===== src/rtl/sigwalk_pkg.sv =====
package sigwalk_pkg;
  typedef enum logic [1:0] {
    WM_SQUASH = 2'd0,
    WM_COMMIT = 2'd1,
    WM_FINE   = 2'd2,
    WM_TLS    = 2'd3
  } walk_mode_e;

  typedef enum logic [2:0] {
    ST_IDLE,
    ST_REQ,
    ST_RSP,
    ST_ACT,
    ST_DONE
  } walk_state_e;
endpackage


===== src/rtl/sigwalk_lowest.sv =====
module sigwalk_lowest #(
  parameter int N  = 16,
  parameter int IW = 4
) (
  input  logic [N-1:0]  vec,
  output logic [IW-1:0] idx,
  output logic          any
);
  always_comb begin
    idx = '0;
    for (int i = N - 1; i >= 0; i--) begin
      if (vec[i]) idx = IW'(i);
    end
    any = |vec;
  end
endmodule


===== src/rtl/sigwalk_member.sv =====
module sigwalk_member #(
  parameter  int LINE_AW = 12,
  parameter  int FIELD_W = 4,
  localparam int NF      = LINE_AW / FIELD_W,
  localparam int FS      = 1 << FIELD_W,
  localparam int SIG_W   = NF * FS
) (
  input  logic [SIG_W-1:0]   sig,
  input  logic [LINE_AW-1:0] addr,
  output logic               hit
);
  logic [NF-1:0] fhit;

  for (genvar k = 0; k < NF; k++) begin : g_field
    logic [FS-1:0]      fld;
    logic [FIELD_W-1:0] chunk;
    assign fld     = sig[k*FS +: FS];
    assign chunk   = addr[k*FIELD_W +: FIELD_W];
    assign fhit[k] = fld[chunk];
  end

  assign hit = &fhit;
endmodule


===== src/rtl/sigwalk_way_action.sv =====
module sigwalk_way_action
  import sigwalk_pkg::*;
(
  input  walk_mode_e mode,
  input  logic       lval,
  input  logic       dirty,
  input  logic       wr_hit,
  input  logic       rd_hit,
  input  logic       loc_own,
  output logic       inval,
  output logic       merge
);
  always_comb begin
    inval = 1'b0;
    merge = 1'b0;
    unique case (mode)
      WM_SQUASH: inval = lval & wr_hit & dirty;
      WM_COMMIT: inval = lval & wr_hit & ~dirty;
      WM_FINE: begin
        inval = lval & wr_hit & ~dirty;
        merge = lval & wr_hit & dirty & loc_own;
      end
      WM_TLS:    inval = lval & ((wr_hit & dirty) | rd_hit);
      default: begin
        inval = 1'b0;
        merge = 1'b0;
      end
    endcase
  end
endmodule


===== src/rtl/sigwalk_expander.sv =====
module sigwalk_expander
  import sigwalk_pkg::*;
#(
  parameter  int LINE_AW = 12,
  parameter  int SET_W   = 4,
  parameter  int WAYS    = 4,
  localparam int NS      = 1 << SET_W,
  localparam int SIG_W   = (LINE_AW / SET_W) * NS
) (
  input  logic                    clk,
  input  logic                    rst_n,
  input  logic                    start,
  input  logic [1:0]              mode,
  input  logic [SIG_W-1:0]        wr_sig,
  input  logic [SIG_W-1:0]        rd_sig,
  input  logic [NS-1:0]           local_mask,
  output logic                    busy,
  output logic                    done,
  output logic                    set_req_valid,
  input  logic                    set_req_ready,
  output logic [SET_W-1:0]        set_req_idx,
  input  logic                    tag_rsp_valid,
  output logic                    tag_rsp_ready,
  input  logic [WAYS*LINE_AW-1:0] tag_rsp_addr,
  input  logic [WAYS-1:0]         tag_rsp_lval,
  input  logic [WAYS-1:0]         tag_rsp_dirty,
  output logic                    act_valid,
  input  logic                    act_ready,
  output logic [SET_W-1:0]        act_set,
  output logic [WAYS-1:0]         act_inval,
  output logic [WAYS-1:0]         act_merge
);
  walk_state_e        state_q;
  walk_mode_e         mode_q;
  walk_mode_e         mode_in;
  logic [SIG_W-1:0]   wr_q, rd_q;
  logic [NS-1:0]      loc_q;
  logic [NS-1:0]      work_q;
  logic [NS-1:0]      start_mask;
  logic [NS-1:0]      pick_oh;
  logic [SET_W-1:0]   pick_idx;
  logic               pick_any;
  logic [SET_W-1:0]   cur_q;
  logic [WAYS-1:0]    inval_d, merge_d, inval_q, merge_q;
  logic               loc_bit;

  assign mode_in    = walk_mode_e'(mode);
  assign start_mask = (mode_in == WM_TLS) ? (wr_sig[NS-1:0] | rd_sig[NS-1:0])
                                          : wr_sig[NS-1:0];

  sigwalk_lowest #(.N(NS), .IW(SET_W)) u_pick (
    .vec (work_q),
    .idx (pick_idx),
    .any (pick_any)
  );

  assign pick_oh = NS'(1) << pick_idx;
  assign loc_bit = loc_q[cur_q];

  for (genvar w = 0; w < WAYS; w++) begin : g_way
    logic wr_hit, rd_hit;
    sigwalk_member #(.LINE_AW(LINE_AW), .FIELD_W(SET_W)) u_wr_mem (
      .sig  (wr_q),
      .addr (tag_rsp_addr[w*LINE_AW +: LINE_AW]),
      .hit  (wr_hit)
    );
    sigwalk_member #(.LINE_AW(LINE_AW), .FIELD_W(SET_W)) u_rd_mem (
      .sig  (rd_q),
      .addr (tag_rsp_addr[w*LINE_AW +: LINE_AW]),
      .hit  (rd_hit)
    );
    sigwalk_way_action u_act (
      .mode    (mode_q),
      .lval    (tag_rsp_lval[w]),
      .dirty   (tag_rsp_dirty[w]),
      .wr_hit  (wr_hit),
      .rd_hit  (rd_hit),
      .loc_own (loc_bit),
      .inval   (inval_d[w]),
      .merge   (merge_d[w])
    );
  end

  always_ff @(posedge clk) begin
    if (!rst_n) begin
      state_q <= ST_IDLE;
      mode_q  <= WM_SQUASH;
      wr_q    <= '0;
      rd_q    <= '0;
      loc_q   <= '0;
      work_q  <= '0;
      cur_q   <= '0;
      inval_q <= '0;
      merge_q <= '0;
    end else begin
      unique case (state_q)
        ST_IDLE: if (start) begin
          mode_q  <= mode_in;
          wr_q    <= wr_sig;
          rd_q    <= (mode_in == WM_TLS) ? rd_sig : '0;
          loc_q   <= local_mask;
          work_q  <= start_mask;
          state_q <= (start_mask == '0) ? ST_DONE : ST_REQ;
        end
        ST_REQ: if (set_req_ready) begin
          cur_q   <= pick_idx;
          work_q  <= work_q & ~pick_oh;
          state_q <= ST_RSP;
        end
        ST_RSP: if (tag_rsp_valid) begin
          inval_q <= inval_d;
          merge_q <= merge_d;
          state_q <= ST_ACT;
        end
        ST_ACT: if (act_ready) begin
          state_q <= (work_q == '0) ? ST_DONE : ST_REQ;
        end
        ST_DONE: state_q <= ST_IDLE;
        default: state_q <= ST_IDLE;
      endcase
    end
  end

  assign busy          = (state_q != ST_IDLE);
  assign done          = (state_q == ST_DONE);
  assign set_req_valid = (state_q == ST_REQ) && pick_any;
  assign set_req_idx   = pick_idx;
  assign tag_rsp_ready = (state_q == ST_RSP);
  assign act_valid     = (state_q == ST_ACT);
  assign act_set       = cur_q;
  assign act_inval     = inval_q;
  assign act_merge     = merge_q;

  // Tracking of the previously requested set, used only by the order check.
  logic [SET_W-1:0] prev_idx_q;
  logic             prev_ok_q;
  always_ff @(posedge clk) begin
    if (!rst_n) begin
      prev_idx_q <= '0;
      prev_ok_q  <= 1'b0;
    end else if (state_q == ST_IDLE && start) begin
      prev_ok_q <= 1'b0;
    end else if (set_req_valid && set_req_ready) begin
      prev_idx_q <= set_req_idx;
      prev_ok_q  <= 1'b1;
    end
  end


  asc_order_chk: assert property (@(posedge clk) disable iff (!rst_n)
    set_req_valid && prev_ok_q |-> set_req_idx > prev_idx_q);


  empty_walk_chk: assert property (@(posedge clk) disable iff (!rst_n)
    (!busy && start && start_mask == '0) |=> done);


  req_hold_chk: assert property (@(posedge clk) disable iff (!rst_n)
    set_req_valid && !set_req_ready |=> set_req_valid && $stable(set_req_idx));


  act_hold_chk: assert property (@(posedge clk) disable iff (!rst_n)
    act_valid && !act_ready |=> act_valid && $stable({act_set, act_inval, act_merge}));


  act_excl_chk: assert property (@(posedge clk) disable iff (!rst_n)
    act_valid |-> (act_inval & act_merge) == '0);


  done_pulse_chk: assert property (@(posedge clk) disable iff (!rst_n)
    done |=> !done);
endmodule


===== config.mk =====
export PLATFORM = sky130hd
export DESIGN_NAME = sigwalk_expander
export DESIGN_NICKNAME = d
export VERILOG_FILES = /design/src/rtl/sigwalk_pkg.sv /design/src/rtl/sigwalk_lowest.sv /design/src/rtl/sigwalk_member.sv /design/src/rtl/sigwalk_way_action.sv /design/src/rtl/sigwalk_expander.sv
export SDC_FILE = /design/constraint.sdc
export NUM_CORES = 1
export LEC_CHECK = 0
export ABC_AREA = 0
export BUFFER_PORTS_ARGS = -buffer_cell sky130_fd_sc_hd__buf_4
export CELL_PAD_IN_SITES_DETAIL_PLACEMENT = 1
export CELL_PAD_IN_SITES_GLOBAL_PLACEMENT = 1
export CORE_UTILIZATION = 43
export CTS_BUF_LIST = sky130_fd_sc_hd__clkbuf_8
export DETAILED_ROUTE_END_ITERATION = 10
export HOLD_SLACK_MARGIN = 0.05
export PLACE_DENSITY_LB_ADDON = 0.05
export SLEW_MARGIN = 20
export SYNTH_ARGS = -nofsm -noshare
export SYNTH_HDL_FRONTEND = slang
export SYNTH_SLANG_ARGS = --single-unit

===== constraint.sdc =====
create_clock -name clk -period 2.6 [get_ports clk]
set_clock_uncertainty 0.05 [all_clocks]
set_input_delay 0.26 -clock clk [delete_from_list [all_inputs] [get_ports clk]]
set_output_delay 0.26 -clock clk [all_outputs]
set_load 0.05 [all_outputs]

==> impl_metrics.py <==
metrics = {
    "outcome": {
        "status": "completed",
    },
    "pwr": {
        "combPwrFrac": 0.292,
        "p_clk_frac": 0.292,
        "total_switching_power_mw": 2.12,
        "p_leak_nw": 4.65,
        "seq_power_share": 0.417,
        "intPower_mw": 4.04,
        "switching_share": 0.344,
        "ir_worst_vdd_mv": 0.342,
        "pwr_density_cell_nw_per_um2": 507,
        "power_mw": 6.16,
    },
    "route": {
        "num_vias": 8982,
        "drc_errors": 0,
        "wirelength_mm": 33.6,
        "dr.pass1.iters": 5,
        "viasPerCell": 6.05,
        "ant_nets": 0,
        "initialDrtViolationCount": 614,
        "wl_per_cell_um": 22.6,
    },
    "clock_tree": {
        "cts_made_buffers": 17,
        "cts.sinks": 145,
        "insertion_delay_ns": 0.46,
        "clockRootBuffer": "clkbuf_8",
        "clk_path_buf_depth": 2,
        "cts_tree": "done",
        "path_clk_slew_ns": 0.10,
        "cts_setup_buffers": 0,
        "htree_levels": 4,
    },
    "setup_path": {
        "cp.required_ns": 2.29,
        "critPathKind": "flop to output port",
        "r2r-end": "act_merge[0]",
        "crit_arrival_ns": 2.16,
        "path_buf_inv": 3,
        "cp_max_fo": 7,
        "end_kind": "output port",
        "crit_top_cell": "buf_4",
        "worst-r2r-setup-slack_ns": 0.29,
        "max_stage_delay_ns": 0.37,
        "start_kind": "flop",
        "rr_worst_depth": 4,
        "path_cells": "nor4_1, buf_4, nand3_2, nor3_2, buf_4, nor3_1, buf_4",
        "cpMaxStageDelayCell": "dfxtp_1",
        "critPathTopFamily": "simple AND/OR/NAND/NOR gates",
        "reg2reg_from": "act_set[0]",
    },
    "sta": {
        "finalCritPeriodShare": 0.950,
        "period_needed_ns": 2.47,
        "setup_violations": 0,
        "fmax_mhz": 405,
        "slew_viol_final": 0,
        "hold_viol_final": 0,
        "maxSlewHeadroom": 0.583,
        "setup_ws_ns": 0.130,
        "tns_ns": 0,
        "worst_pin_slew_ns": 0.625,
        "grt_setup_unrepaired": "no",
    },
    "worst_hold_path": {
        "whs_path_depth": 3,
        "hold_end": "state_q[1]",
        "min_from": "set_req_ready",
        "hold_path.class": "input port to flop",
    },
    "floorplanning": {
        "die_h_um": 146,
        "start_util": 0.441,
        "die_w_um": 146,
        "io_pins": 197,
        "core-area_um2": 20300,
        "rows": 52,
        "die_area_um2": 21400,
    },
    "synthesis": {
        "netlist_area_um2": 8950,
        "avgSynthCellArea_um2": 9.57,
        "syn_nets": 1114,
        "synth_top_flop_cell": "dfxtp_1",
        "ys_seq_area_frac": 0.324,
        "async_flop_share": 0,
        "synth_cells": 935,
        "synth_edf_count": 0,
        "ys_warn_count": 0,
        "synth-seq-cells": 145,
        "synth_cell_types": 51,
    },
    "cells_and_area": {
        "multi_input_area_um2": 5680,
        "drive_gt1_frac": 0.301,
        "fillers": 2282,
        "fin_nets": 1378,
        "regArea_um2": 2900,
        "syn_to_final_growth_pct": 35.7,
        "layout_common_cells": "nand2_1, buf_4, dfxtp_1",
    },
    "placement": {
        "io_buffers": 196,
        "dp_hpwl_mm": 22.9,
        "post-place-ws_ns": 0.288,
        "place_congestion": 0.910,
    },
    "grt": {
        "track_usage": 0.318,
        "grt_max_degree": 134,
        "antenna_found_initial": 5,
        "grt_pass1_vias": 9343,
        "grt-ovfl-total": 0,
        "grt_pass1_wl_mm": 52.3,
    },
    "flow_run": {
        "cap_violations": 0,
    },
}
==> Yosys cell counts (all sizes together), types with 2 or more instances <==
| cell type | n | area share |
|---|---|---|
| nand2b | 3 | 0.0021 |
| mux4 | 118 | 0.30 |
| nor3b | 2 | 0.0017 |
| mux2i | 18 | 0.020 |
| mux2 | 2 | 0.0025 |
| a31oi | 3 | 0.0021 |
| nand3 | 55 | 0.031 |
| a21oi | 145 | 0.081 |
| ha | 3 | 0.0042 |
| nand2 | 209 | 0.088 |
| nor2b | 2 | 0.0014 |
| o21a | 3 | 0.0025 |
| inv | 11 | 0.0046 |
| o22ai | 2 | 0.0014 |
| o211ai | 2 | 0.0017 |
| nor4b | 2 | 0.0020 |
| o311ai | 2 | 0.0020 |
| nor3 | 15 | 0.0084 |
| o21ai | 9 | 0.0050 |
| a32o | 2 | 0.0022 |
| o21bai | 2 | 0.0017 |
| nand4 | 3 | 0.0021 |
| dfxtp | 145 | 0.32 |
| o31a | 2 | 0.0020 |
| or3 | 3 | 0.0021 |
| nor2 | 37 | 0.016 |
| and4 | 4 | 0.0039 |
| and3 | 3 | 0.0021 |
| a211oi | 10 | 0.0084 |
| and2 | 4 | 0.0028 |
| buf | 27 | 0.017 |
| nor4 | 10 | 0.0070 |
| clkbuf | 55 | 0.023 |
| a2111oi | 7 | 0.0068 |
| o2111ai | 6 | 0.0059 |
==> sequential cells by signal, summed over array words and instances, names as in the netlist <==
register   count
act_merge      4
act_set        4
wr_q          48
work_q        16
state_q        3
loc_q         16
act_inval      4
rd_q          48
mode_q         2
==> cells by family (layout without fill, tap and decap cells) <==
family | after synthesis | after routing | share of synthesized area
compound gates | 203 | 203 | 0.132
fa+ha+maj | 3 | 3 | 0.00419
simple gates | 353 | 353 | 0.171
mux | 138 | 138 | 0.324
flops | 145 | 145 | 0.324
buf+inv | 93 | 369 | 0.0445
other cells | 0 | 3 | 0
==> metrics by stage <==
step	std cells	util	hold slack [ns]	area, um2
after global placement	1335	0.522	0.385	10600
after floorplan	935	-	0.340	8960
after detailed placement	1335	0.522	0.398	10600
after global routing	1484	0.598	0.0758	12100
after CTS	1481	0.597	0.0537	12100
final	1484	0.598	0.0810	12100
==> cell type report <==
class                      instances  share of cell area
antenna                            3            0.000618
tap                              270              0.0278
clock inverter                    12              0.0101
timing repair buffer             327               0.230
inverter                          11             0.00350
multi-input combinational        697               0.467
clock buffer                      19              0.0215
sequential                       145               0.239
==> worst max path at each step <==
stage / start / end / slack, ns / cells after the start
2_1_floorplan: act_set[0] / act_merge[0] / 0.04 / 5
3_3_place_gp: tag_rsp_addr[0] / act_inval[0] / 0.33 / 7
3_5_place_dp: tag_rsp_addr[0] / act_inval[0] / 0.29 / 7
4_1_cts: work_q[4] / set_req_valid / 0.009 / 7
5_1_grt: work_q[5] / set_req_valid / 0.03 / 7
6_report: work_q[4] / set_req_valid / 0.13 / 7
==> power by group through the flow <==
stage | clock [mW] | combinational [mW] | sequential, mW
floorplan | 0 | 1.05 | 2.54
global placement | 0 | 1.59 | 2.61
detailed placement | 0 | 1.62 | 2.61
CTS | 1.84 | 1.77 | 2.56
global route | 1.92 | 1.92 | 2.59
finish | 1.80 | 1.80 | 2.57
==> layer usage <==
metal	GRT usage	up-vias	share of wire
met5	0	-	0.00036
met4	0.140	2	0.039
met3	0.0547	89	0.070
met2	0.527	389	0.49
met1	0.410	4451	0.40
li1	-	4051	-
==> repair_timing <==
| item | 4_1_cts | 5_1_grt |
|---|---|---|
| gates resized for setup | 0 | 3 |
| hold buffers | 115 | 0 |
| setup endpoints to repair | 0 | 2 |
| hold endpoints to repair | 115 | 0 |
==> tightest hold or removal path, cell delays in order <==
cell and delay [ns]:
buf_4 0.09, a31oi_1 0.08, nor3_1 0.12
Power figures use the tool's default switching activity.
